### src/rtl/march_pkg.sv
package march_pkg;

  // Element numbers double as the logged fail_elem code.
  typedef enum logic [2:0] {
    EL_IDLE    = 3'd0,
    EL_FILL1   = 3'd1,
    EL_SLEEP_A = 3'd2,
    EL_WAKE_A  = 3'd3,
    EL_SWEEP   = 3'd4,
    EL_SLEEP_B = 3'd5,
    EL_WAKE_B  = 3'd6,
    EL_CHECK0  = 3'd7
  } elem_e;

  typedef enum logic [1:0] {
    PH_IDLE  = 2'd0,
    PH_RUN   = 2'd1,
    PH_DRAIN = 2'd2
  } phase_e;

  function automatic elem_e next_elem(elem_e e);
    return elem_e'(e + 3'd1);
  endfunction

  function automatic logic [1:0] last_sub(elem_e e);
    return (e == EL_SWEEP) ? 2'd2 : 2'd0;
  endfunction

  function automatic logic is_sleep(elem_e e);
    return (e == EL_SLEEP_A) || (e == EL_SLEEP_B);
  endfunction

  function automatic logic is_wake(elem_e e);
    return (e == EL_WAKE_A) || (e == EL_WAKE_B);
  endfunction

  function automatic logic is_read(elem_e e, logic [1:0] s);
    return ((e == EL_SWEEP) && (s != 2'd1)) || (e == EL_CHECK0);
  endfunction

  function automatic logic is_write(elem_e e, logic [1:0] s);
    return (e == EL_FILL1) || ((e == EL_SWEEP) && (s == 2'd1));
  endfunction

  // Background bit for the current operation: ones for the fill and the
  // first read of the sweep, zeros everywhere else.
  function automatic logic bg_bit(elem_e e, logic [1:0] s);
    return (e == EL_FILL1) || ((e == EL_SWEEP) && (s == 2'd0));
  endfunction

endpackage

### src/rtl/march_dwell_timer.sv
module march_dwell_timer #(
  parameter int CW  = 20,
  parameter int DEF = 125000
)(
  input  logic          clk,
  input  logic          rst_n,
  input  logic          load,
  input  logic [CW-1:0] dwell_in,
  input  logic          active,
  output logic          expire
);
  localparam logic [CW-1:0] DEF_V = CW'(DEF);
  localparam logic [CW-1:0] ONE_V = CW'(1);

  logic [CW-1:0] len_q;
  logic [CW-1:0] cnt_q;

  always_ff @(posedge clk or negedge rst_n) begin
    if (!rst_n) begin
      len_q <= '0;
      cnt_q <= '0;
    end else begin
      if (load) len_q <= (dwell_in == '0) ? DEF_V : dwell_in;
      if (!active) cnt_q <= '0;
      else         cnt_q <= cnt_q + ONE_V;
    end
  end

  assign expire = active && (cnt_q == len_q - ONE_V);
endmodule

### src/rtl/march_seq.sv
module march_seq
  import march_pkg::*;
#(
  parameter int WORDS = 12,
  parameter int AW    = 4
)(
  input  logic          clk,
  input  logic          rst_n,
  input  logic          go,
  input  logic          expire,
  input  logic          pm_ready,
  output phase_e        phase,
  output elem_e         elem,
  output logic [AW-1:0] addr,
  output logic [1:0]    sub
);
  localparam logic [AW-1:0] LAST_A = AW'(WORDS - 1);
  localparam logic [AW-1:0] STEP_A = AW'(1);

  phase_e        phase_q;
  elem_e         elem_q;
  logic [AW-1:0] addr_q;
  logic [1:0]    sub_q;

  always_ff @(posedge clk or negedge rst_n) begin
    if (!rst_n) begin
      phase_q <= PH_IDLE;
      elem_q  <= EL_IDLE;
      addr_q  <= '0;
      sub_q   <= '0;
    end else begin
      case (phase_q)
        PH_IDLE: if (go) begin
          phase_q <= PH_RUN;
          elem_q  <= EL_FILL1;
          addr_q  <= '0;
          sub_q   <= '0;
        end
        PH_RUN: begin
          if (is_sleep(elem_q)) begin
            if (expire) elem_q <= next_elem(elem_q);
          end else if (is_wake(elem_q)) begin
            if (pm_ready) elem_q <= next_elem(elem_q);
          end else if (sub_q != last_sub(elem_q)) begin
            sub_q <= sub_q + 2'd1;
          end else begin
            sub_q <= '0;
            if (addr_q != LAST_A) begin
              addr_q <= addr_q + STEP_A;
            end else begin
              addr_q <= '0;
              if (elem_q == EL_CHECK0) begin
                phase_q <= PH_DRAIN;
                elem_q  <= EL_IDLE;
              end else begin
                elem_q <= next_elem(elem_q);
              end
            end
          end
        end
        default: phase_q <= PH_IDLE;
      endcase
    end
  end

  assign phase = phase_q;
  assign elem  = elem_q;
  assign addr  = addr_q;
  assign sub   = sub_q;
endmodule

### src/rtl/march_cmp.sv
module march_cmp #(
  parameter int DW = 16,
  parameter int AW = 4
)(
  input  logic          clk,
  input  logic          rst_n,
  input  logic          clear,
  input  logic          chk_vld,
  input  logic [DW-1:0] chk_exp,
  input  logic [AW-1:0] chk_addr,
  input  logic [2:0]    chk_elem,
  input  logic [DW-1:0] rdata,
  input  logic          drain,
  output logic          done,
  output logic          pass,
  output logic [AW-1:0] fail_addr,
  output logic [2:0]    fail_elem,
  output logic [DW-1:0] fail_xor
);
  logic          p_vld;
  logic [DW-1:0] p_exp;
  logic [AW-1:0] p_addr;
  logic [2:0]    p_elem;
  logic          seen_q, done_q;
  logic [AW-1:0] fa_q;
  logic [2:0]    fe_q;
  logic [DW-1:0] fx_q;
  logic          miss;

  assign miss = p_vld && (rdata != p_exp);

  always_ff @(posedge clk or negedge rst_n) begin
    if (!rst_n) begin
      p_vld  <= 1'b0;
      p_exp  <= '0;
      p_addr <= '0;
      p_elem <= '0;
      seen_q <= 1'b0;
      done_q <= 1'b0;
      fa_q   <= '0;
      fe_q   <= '0;
      fx_q   <= '0;
    end else begin
      p_vld <= chk_vld;
      if (chk_vld) begin
        p_exp  <= chk_exp;
        p_addr <= chk_addr;
        p_elem <= chk_elem;
      end
      if (clear) begin
        seen_q <= 1'b0;
        done_q <= 1'b0;
        fa_q   <= '0;
        fe_q   <= '0;
        fx_q   <= '0;
      end else begin
        if (drain) done_q <= 1'b1;
        if (miss && !seen_q) begin
          seen_q <= 1'b1;
          fa_q   <= p_addr;
          fe_q   <= p_elem;
          fx_q   <= rdata ^ p_exp;
        end
      end
    end
  end

  assign done      = done_q;
  assign pass      = done_q && !seen_q;
  assign fail_addr = fa_q;
  assign fail_elem = fe_q;
  assign fail_xor  = fx_q;
endmodule

### src/rtl/march_retention_bist.sv
module march_retention_bist
  import march_pkg::*;
#(
  parameter int WORDS     = 12,
  parameter int DATA_W    = 16,
  parameter int DWELL_W   = 20,
  parameter int DWELL_DEF = 125000,
  localparam int AW       = (WORDS > 1) ? $clog2(WORDS) : 1
)(
  input  logic               clk,
  input  logic               rst_n,
  input  logic               start,
  input  logic [DWELL_W-1:0] dwell_cycles,
  input  logic               pm_ready,
  input  logic [DATA_W-1:0]  mem_rdata,
  output logic [AW-1:0]      mem_addr,
  output logic [DATA_W-1:0]  mem_wdata,
  output logic               mem_we,
  output logic               mem_re,
  output logic               sleep_req,
  output logic               wake_req,
  output logic               done,
  output logic               pass,
  output logic [AW-1:0]      fail_addr,
  output logic [2:0]         fail_elem,
  output logic [DATA_W-1:0]  fail_xor
);
  phase_e        phase;
  elem_e         elem;
  logic [AW-1:0] addr;
  logic [1:0]    sub;
  logic          start_acc;
  logic          in_run;
  logic          dwell_expire;
  logic          bg;

  assign start_acc = start && (phase == PH_IDLE);
  assign in_run    = (phase == PH_RUN);
  assign bg        = bg_bit(elem, sub);

  assign mem_addr  = addr;
  assign mem_wdata = {DATA_W{bg}};
  assign mem_we    = in_run && is_write(elem, sub);
  assign mem_re    = in_run && is_read(elem, sub);
  assign sleep_req = in_run && is_sleep(elem);
  assign wake_req  = in_run && is_wake(elem);

  march_seq #(.WORDS(WORDS), .AW(AW)) u_seq (
    .clk(clk), .rst_n(rst_n), .go(start_acc), .expire(dwell_expire),
    .pm_ready(pm_ready), .phase(phase), .elem(elem), .addr(addr), .sub(sub)
  );

  march_dwell_timer #(.CW(DWELL_W), .DEF(DWELL_DEF)) u_dwell (
    .clk(clk), .rst_n(rst_n), .load(start_acc), .dwell_in(dwell_cycles),
    .active(sleep_req), .expire(dwell_expire)
  );

  march_cmp #(.DW(DATA_W), .AW(AW)) u_cmp (
    .clk(clk), .rst_n(rst_n), .clear(start_acc), .chk_vld(mem_re),
    .chk_exp({DATA_W{bg}}), .chk_addr(addr), .chk_elem(elem),
    .rdata(mem_rdata), .drain(phase == PH_DRAIN), .done(done), .pass(pass),
    .fail_addr(fail_addr), .fail_elem(fail_elem), .fail_xor(fail_xor)
  );
endmodule

### config.mk
export PLATFORM = sky130hd
export DESIGN_NAME = march_retention_bist
export DESIGN_NICKNAME = d
export VERILOG_FILES = /design/src/rtl/march_pkg.sv /design/src/rtl/march_dwell_timer.sv /design/src/rtl/march_seq.sv /design/src/rtl/march_cmp.sv /design/src/rtl/march_retention_bist.sv
export SDC_FILE = /design/constraint.sdc
export NUM_CORES = 1
export LEC_CHECK = 0
export BUFFER_PORTS_ARGS = -buffer_cell sky130_fd_sc_hd__buf_4
export CAP_MARGIN = 10
export CELL_PAD_IN_SITES_DETAIL_PLACEMENT = 2
export CELL_PAD_IN_SITES_GLOBAL_PLACEMENT = 2
export CORE_MARGIN = 2
export CORE_UTILIZATION = 30
export CTS_CLUSTER_DIAMETER = 120
export DETAILED_ROUTE_END_ITERATION = 6
export PLACE_DENSITY = 0.83
export SYNTH_ARGS = -nofsm -noshare
export SYNTH_HDL_FRONTEND = slang
export SYNTH_SLANG_ARGS = --single-unit
export TNS_END_PERCENT = 20
### constraint.sdc
create_clock -name clk -period 7.6 [get_ports clk]
set_input_delay 0.76 -clock clk [delete_from_list [all_inputs] [get_ports clk]]
set_output_delay 0.76 -clock clk [all_outputs]
set_load 0.005 [all_outputs]
# Word-level counts from Yosys, hierarchy flattened
# Index checks and enable logic that the tools add are counted.
# Widths: inputs -> output; s select.
word_totals:
  regBits: 85
  input_bits: 40
  out_inout_bits: 49
  word_cells: 114
classes:
  addsub: 5
  n_eq_ne: 25
  mux: 40
  n_bitwise: 1
  n_reduce_logical: 28
ops:
  columns: ["op", "count"]
  rows:
  - ["$mux 20", 2]
  - ["$mux 16", 2]
  - ["$mux 3", 10]
  - ["$mux 4", 7]
  - ["$mux 2", 11]
  - ["$add 20x1->20 const B", 1]
  - ["$eq 20x20->1", 1]
  - ["$logic_not 20->1", 1]
  - ["$sub 20x1->20 const B", 1]
  - ["$ne 16x16->1", 1]
  - ["$ne 4x4->1 const B", 4]
  - ["$xor 16x16->16", 1]
  - ["$eq 3x3->1 const B", 4]
  - ["$logic_and 1x1->1", 12]
  - ["$reduce_and 6->1", 2]
  - ["$ne 2x2->1 const B", 5]
  - ["$pmux 2 s2", 2]
  - ["$pmux 4 s2", 1]
  - ["$eq 3x2->1 const B", 2]
  - ["$pmux 3 s2", 1]
  - ["$reduce_bool 2->1", 3]
  - ["$logic_or 1x1->1", 5]
  - ["$reduce_and 5->1", 1]
  - ["$add 4x1->4 const B", 1]
  - ["other kinds (12)", 18]

# Logic depth before layout (Yosys ltp)
depth:
  depth_word: 7
  ltp_mapped: 10
  ltp_nobuf: 9

# Hierarchy
# A second synthesis with hierarchy kept.
unflattened:
  cells_unflattened: 567
  area_unflattened_um2: 5724.2
modules_own_cells:
  columns: ["mod", "n_inst", "cells_per_inst", "area_each_um2", "seq_area_each_um2"]
  rows:
  - ["march_dwell_timer", 1, 252, 2458.6, 1001.0]
  - ["march_cmp", 1, 187, 2199.6, 1226.2]
  - ["march_seq", 1, 90, 819.5, 275.3]
  - ["march_retention_bist", 1, 38, 246.5, 0.0]

# Worst setup path before layout
# OpenSTA, ideal clock, no wires.
synth_timing:
  path_kind: "register -> register"
  startpoint: "register u_dwell.len_q[0]"
  endpoint: "register u_seq.elem_q[0], in the netlist u_seq.elem[0]"
  setup_ns: 0.132
  t_arrival_ns: 2.333
  t_required_ns: 7.468
  setup_slack_ns: 5.136
  path_stages_with_launch: 10
  path_buffers: 1
  synth_period_minus_slack_ns: 2.464
  cell_sequence: "dfrtp_1 > inv_1 > ha_1 > buf_2 > or4b_1 > or4_1 > a22oi_1 > and4_1 > a31oi_2 > mux2i_1"
synth_between:
  elab_chain_cells: 5
synth_rtl:
  columns: ["element", "line_no", "text"]
  rows:
  - ["start: declaration", "march_dwell_timer.sv:15", "logic [CW-1:0] len_q;"]
  - ["start signal: assignment", "march_dwell_timer.sv:23", "if (load) len_q <= (dwell_in == '0) ? DEF_V : dwell_in;"]
  - ["$sub 20x1->20", "march_dwell_timer.sv:29", "assign expire = active && (cnt_q == len_q - ONE_V);"]
  - ["$eq 20x20->1", "march_dwell_timer.sv:29", null]
  - ["$logic_and 1x1->1", "march_dwell_timer.sv:29", null]
  - ["$ne 3x3->1 (no line)", null, null]
  - ["$reduce_and 6->1 (no line)", null, null]
  - ["end signal: assignment", "march_seq.sv:41", "if (expire) elem_q <= next_elem(elem_q);"]
  - ["end signal: assignment", "march_seq.sv:43", "if (pm_ready) elem_q <= next_elem(elem_q);"]
  - ["end signal: assignment", "march_seq.sv:56", "elem_q <= next_elem(elem_q);"]
  - ["end: declaration", "march_seq.sv:21", "elem_e elem_q;"]
# Every way passes these cells.
# A chain may end at the register's enable or synchronous reset.

# Final worst setup path
layout_timing:
  startpoint: "register u_seq.elem_q[0], in the netlist u_seq.elem[0]"
  endpoint: "output port sleep_req"
layout_between:
  elab_chain_cells: 3
  elab_cells_between_ends: 4
  classes_between: "eq/ne (2); reduce/logical (2)"
layout_rtl:
  columns: ["element", "line_no", "text"]
  rows:
  - ["$eq 3x2->1 / $eq 3x3->1 (equally long branches)", "march_pkg.sv:30", "return (e == EL_SLEEP_A) || (e == EL_SLEEP_B);"]
  - ["$logic_or 1x1->1 *", "march_pkg.sv:30", null]
  - ["$logic_and 1x1->1 *", "march_retention_bist.sv:45", "assign sleep_req = in_run && is_sleep(elem);"]
  - ["end: declaration", "march_retention_bist.sv:20", "output logic sleep_req,"]
# Mark *: on every way between the ends. The rest lies on a longest branch, timed or not.

==> results.cfg <==
[run_status]
status = finished, final reports clean

[layout]
area_growth_pct = 23.0
diodes = 0
layout_common_cells = buf_4 (92), dfrtp_1 (85), nand2_1 (69), nand3_1 (49), o21ai_0 (45)
stdcell_count = 829
nNetsFinal = 658
fill_cells = 1798
final_common_cell = buf_4
drive_gt1_share_pct = 19.6

[placed_design]
post-place-ws_ns = 4.72
port_buffers = 88
dpl.cell_count = 813
hpwl_um = 11500
gp_congestion = 0.843

[die]
start_util_pct = 30.5
die_area_mm2 = 0.0171
die_h_um = 131
rows = 46
ios = 89
core-area_mm2 = 0.0158
chipWidth_um = 131

[worst_setup_path]
setup.worst_path.start_class = register
max_stage_delay_ns = 0.59
path_max_fanout = 20
cp_cell_sequence = inv_1 > ha_1 > mux2_2 > nand2_1 > inv_1 > buf_4
cp_slowest_cell = nand2_1
crit_required_ns = 6.84
crit_type = reg2out
cp_data_arrival_time_ns = 2.37
worstSetupEndpoint = sleep_req
crit_path_start = u_seq.elem[0]$_DFFE_PN0P_
crit_path_frequent_cell = inv_1
rr_endpoint = u_seq.elem[0]$_DFFE_PN0P_
reg2reg_slack_ns = 4.59
cp-end-kind = output pin
reg2reg_from = u_dwell.len_q[0]$_DFFE_PN0P_
worstRegToRegCells = 9

[routing]
drc_errors = 0
first_iter_violations = 201
viasPerCell = 5.10
postRouteWirelength_um = 16000
num_vias = 4229
wl_per_cell_um = 19.3
first_pass_iters = 4
ant_nets = 0

[yosys]
netlist_area_mm2 = 0.00481
synth-seq-area-share_pct = 44.2
synth.avg_cell_area_um2 = 8.87
synthArstFlopShare_pct = 100
syn-num-nets = 592
ys.warnings.count = 0
ys_ff_latch = 85
synth_cell_type_count = 52
synth_ff_type = dfrtp_1
synthCells = 542
synth-edff-count = 0

[timing]
rsz0062_at_grt = no
fin_tns_setup_ns = 0
finalHoldViolCount = 0
timing.hold.ws_ns = 0.266
final.setup.worst_slack_ns = 4.47
clock.fmax_mhz = 320
final-setup-viol-count = 0
period_needed_ns = 3.13
slew_violations = 0
final.period_utilization_pct = 41.2
worst_pin_slew_ns = 1.01
slew_headroom_pct = 32.8
fin_skew_ns = 0.0125

[cts]
cts_tree = built
cts_root_buf = clkbuf_16
h-tree-depth = 3
clock_path_buffers = 2
postCtsHoldBufs = 0
cts.sinks = 85
postCtsSetupBuffers = 0
clkTransAtPathRegs_ns = 0.07
cts_made_buffers = 9
clk_latency_ns = 0.35
cts-resized-gates = 0

[power]
p_per_area_mw_per_mm2 = 405
p_int_mw = 1.40
switchingPower_uw = 996
power_leakage_nw = 2.68
combPwrFrac_pct = 44.7
irDropWorstVdd_mv = 0.143
netSwitchingFraction_pct = 41.6
clkPwrFrac_pct = 21.2
p_seq_share_pct = 34.0

[run]
drv_cap = 0

[global_routing]
grt_max_degree = 71
grt_overflow = 0
antenna_found_initial = 0
grt.total_usage_pct = 19.9
first_global_vias = 4722
grt_pass1_wl_um = 25800

[min_path]
hp-class = in2async
## through the flow
stage | instance area [um^2] | util (%) | power [mW]
floorplan | 4810 | - | 1.45
global placement | 5570 | 35.3 | 1.80
detailed placement | 5570 | 35.3 | 1.88
CTS | 5910 | 37.5 | 2.42
global route | 5910 | 37.5 | 2.58
finish | 5910 | 37.5 | 2.40
## flip-flops by register name (all words and copies together), names as in the netlist
signal and count:
u_seq.elem 3, u_cmp.p_vld 1, u_seq.addr 4, u_cmp.fail_xor 16
u_cmp.p_exp 1, u_seq.sub 2, u_cmp.fail_addr 4, u_cmp.fail_elem 3
u_cmp.done 1, u_dwell.len_q 20, u_cmp.p_addr 4, u_dwell.cnt_q 20
u_cmp.p_elem 3, u_cmp.seen_q 1, u_seq.phase 2
## layout make-up
cell class	count	area, um^2	share of cell area (%)
inverters	38	143	2.41
well taps	216	270	4.57
clock buffers	12	267	4.51
repair buffers	92	691	11.7
clock inverters	4	77.6	1.31
flip-flops and latches	85	2130	36.0
multi-input cells	382	2340	39.5
## power groups by stage
stage | Combinational (mW) | Clock, mW | Sequential [mW]
6_report | 1.07 | 0.508 | 0.816
5_1_grt | 1.20 | 0.535 | 0.842
4_1_cts | 1.09 | 0.521 | 0.816
3_5_place_dp | 1.06 | 0 | 0.816
3_3_place_gp | 0.994 | 0 | 0.801
2_1_floorplan | 0.703 | 0 | 0.747
## worst max-delay path, delay by kind of cell (launching register included)
kind | cells | cell delay, ns
mux | 1 | 0.31
buf+inv | 3 | 0.47
fa+ha+maj | 1 | 0.23
simple gates | 1 | 0.59
flops | 1 | 0.41
## kinds of logic after synthesis
group                    count (synthesis)  share of synthesized area [%]
flip-flops                              85                           44.2
adder cells (fa/ha/maj)                 10                           2.60
AND/OR/NAND/NOR                        217                           22.5
buffers and inverters                   75                           7.16
multiplexers                             8                           1.77
AO/OA/AOI/OAI                           86                           10.6
XOR/XNOR                                61                           11.1
## metal layers
| metal | global-route usage (%) | vias up | part of all wire (%) |
|---|---|---|---|
| li1 | - | 1962 | - |
| met1 | 25.0 | 2175 | 44 |
| met2 | 35.2 | 69 | 52 |
| met3 | 3.18 | 23 | 2.4 |
| met4 | 6.45 | 0 | 2.0 |
| met5 | 0 | - | 0 |
## synthesized netlist by cell type (10+ instances only)
cell type | instances | area (um^2)
o21ai_0 | 45 | 225
nand3_1 | 49 | 245
xor2_1 | 36 | 315
ha_1 | 10 | 125
buf_4 | 16 | 120
dfrtp_1 | 85 | 2130
nand2_1 | 69 | 259
xnor2_1 | 25 | 219
inv_1 | 38 | 143
clkbuf_1 | 16 | 60.1
nor4_1 | 15 | 93.8
nor2_1 | 36 | 135
## how the worst min path moves through the flow
stage                                   end  slack, ns
2_1_floorplan    u_seq.phase[0]$_DFFE_PN0P_       0.44
3_3_place_gp    u_cmp.p_addr[2]$_DFFE_PN0P_       0.46
3_5_place_dp    u_cmp.p_addr[3]$_DFFE_PN0P_       0.48
4_1_cts        u_dwell.len_q[6]$_DFFE_PN0P_       0.26
5_1_grt          u_dwell.cnt_q[0]$_DFF_PN0_       0.28
6_report       u_dwell.len_q[6]$_DFFE_PN0P_       0.27
Note: power is estimated with default switching activity, not from simulation.
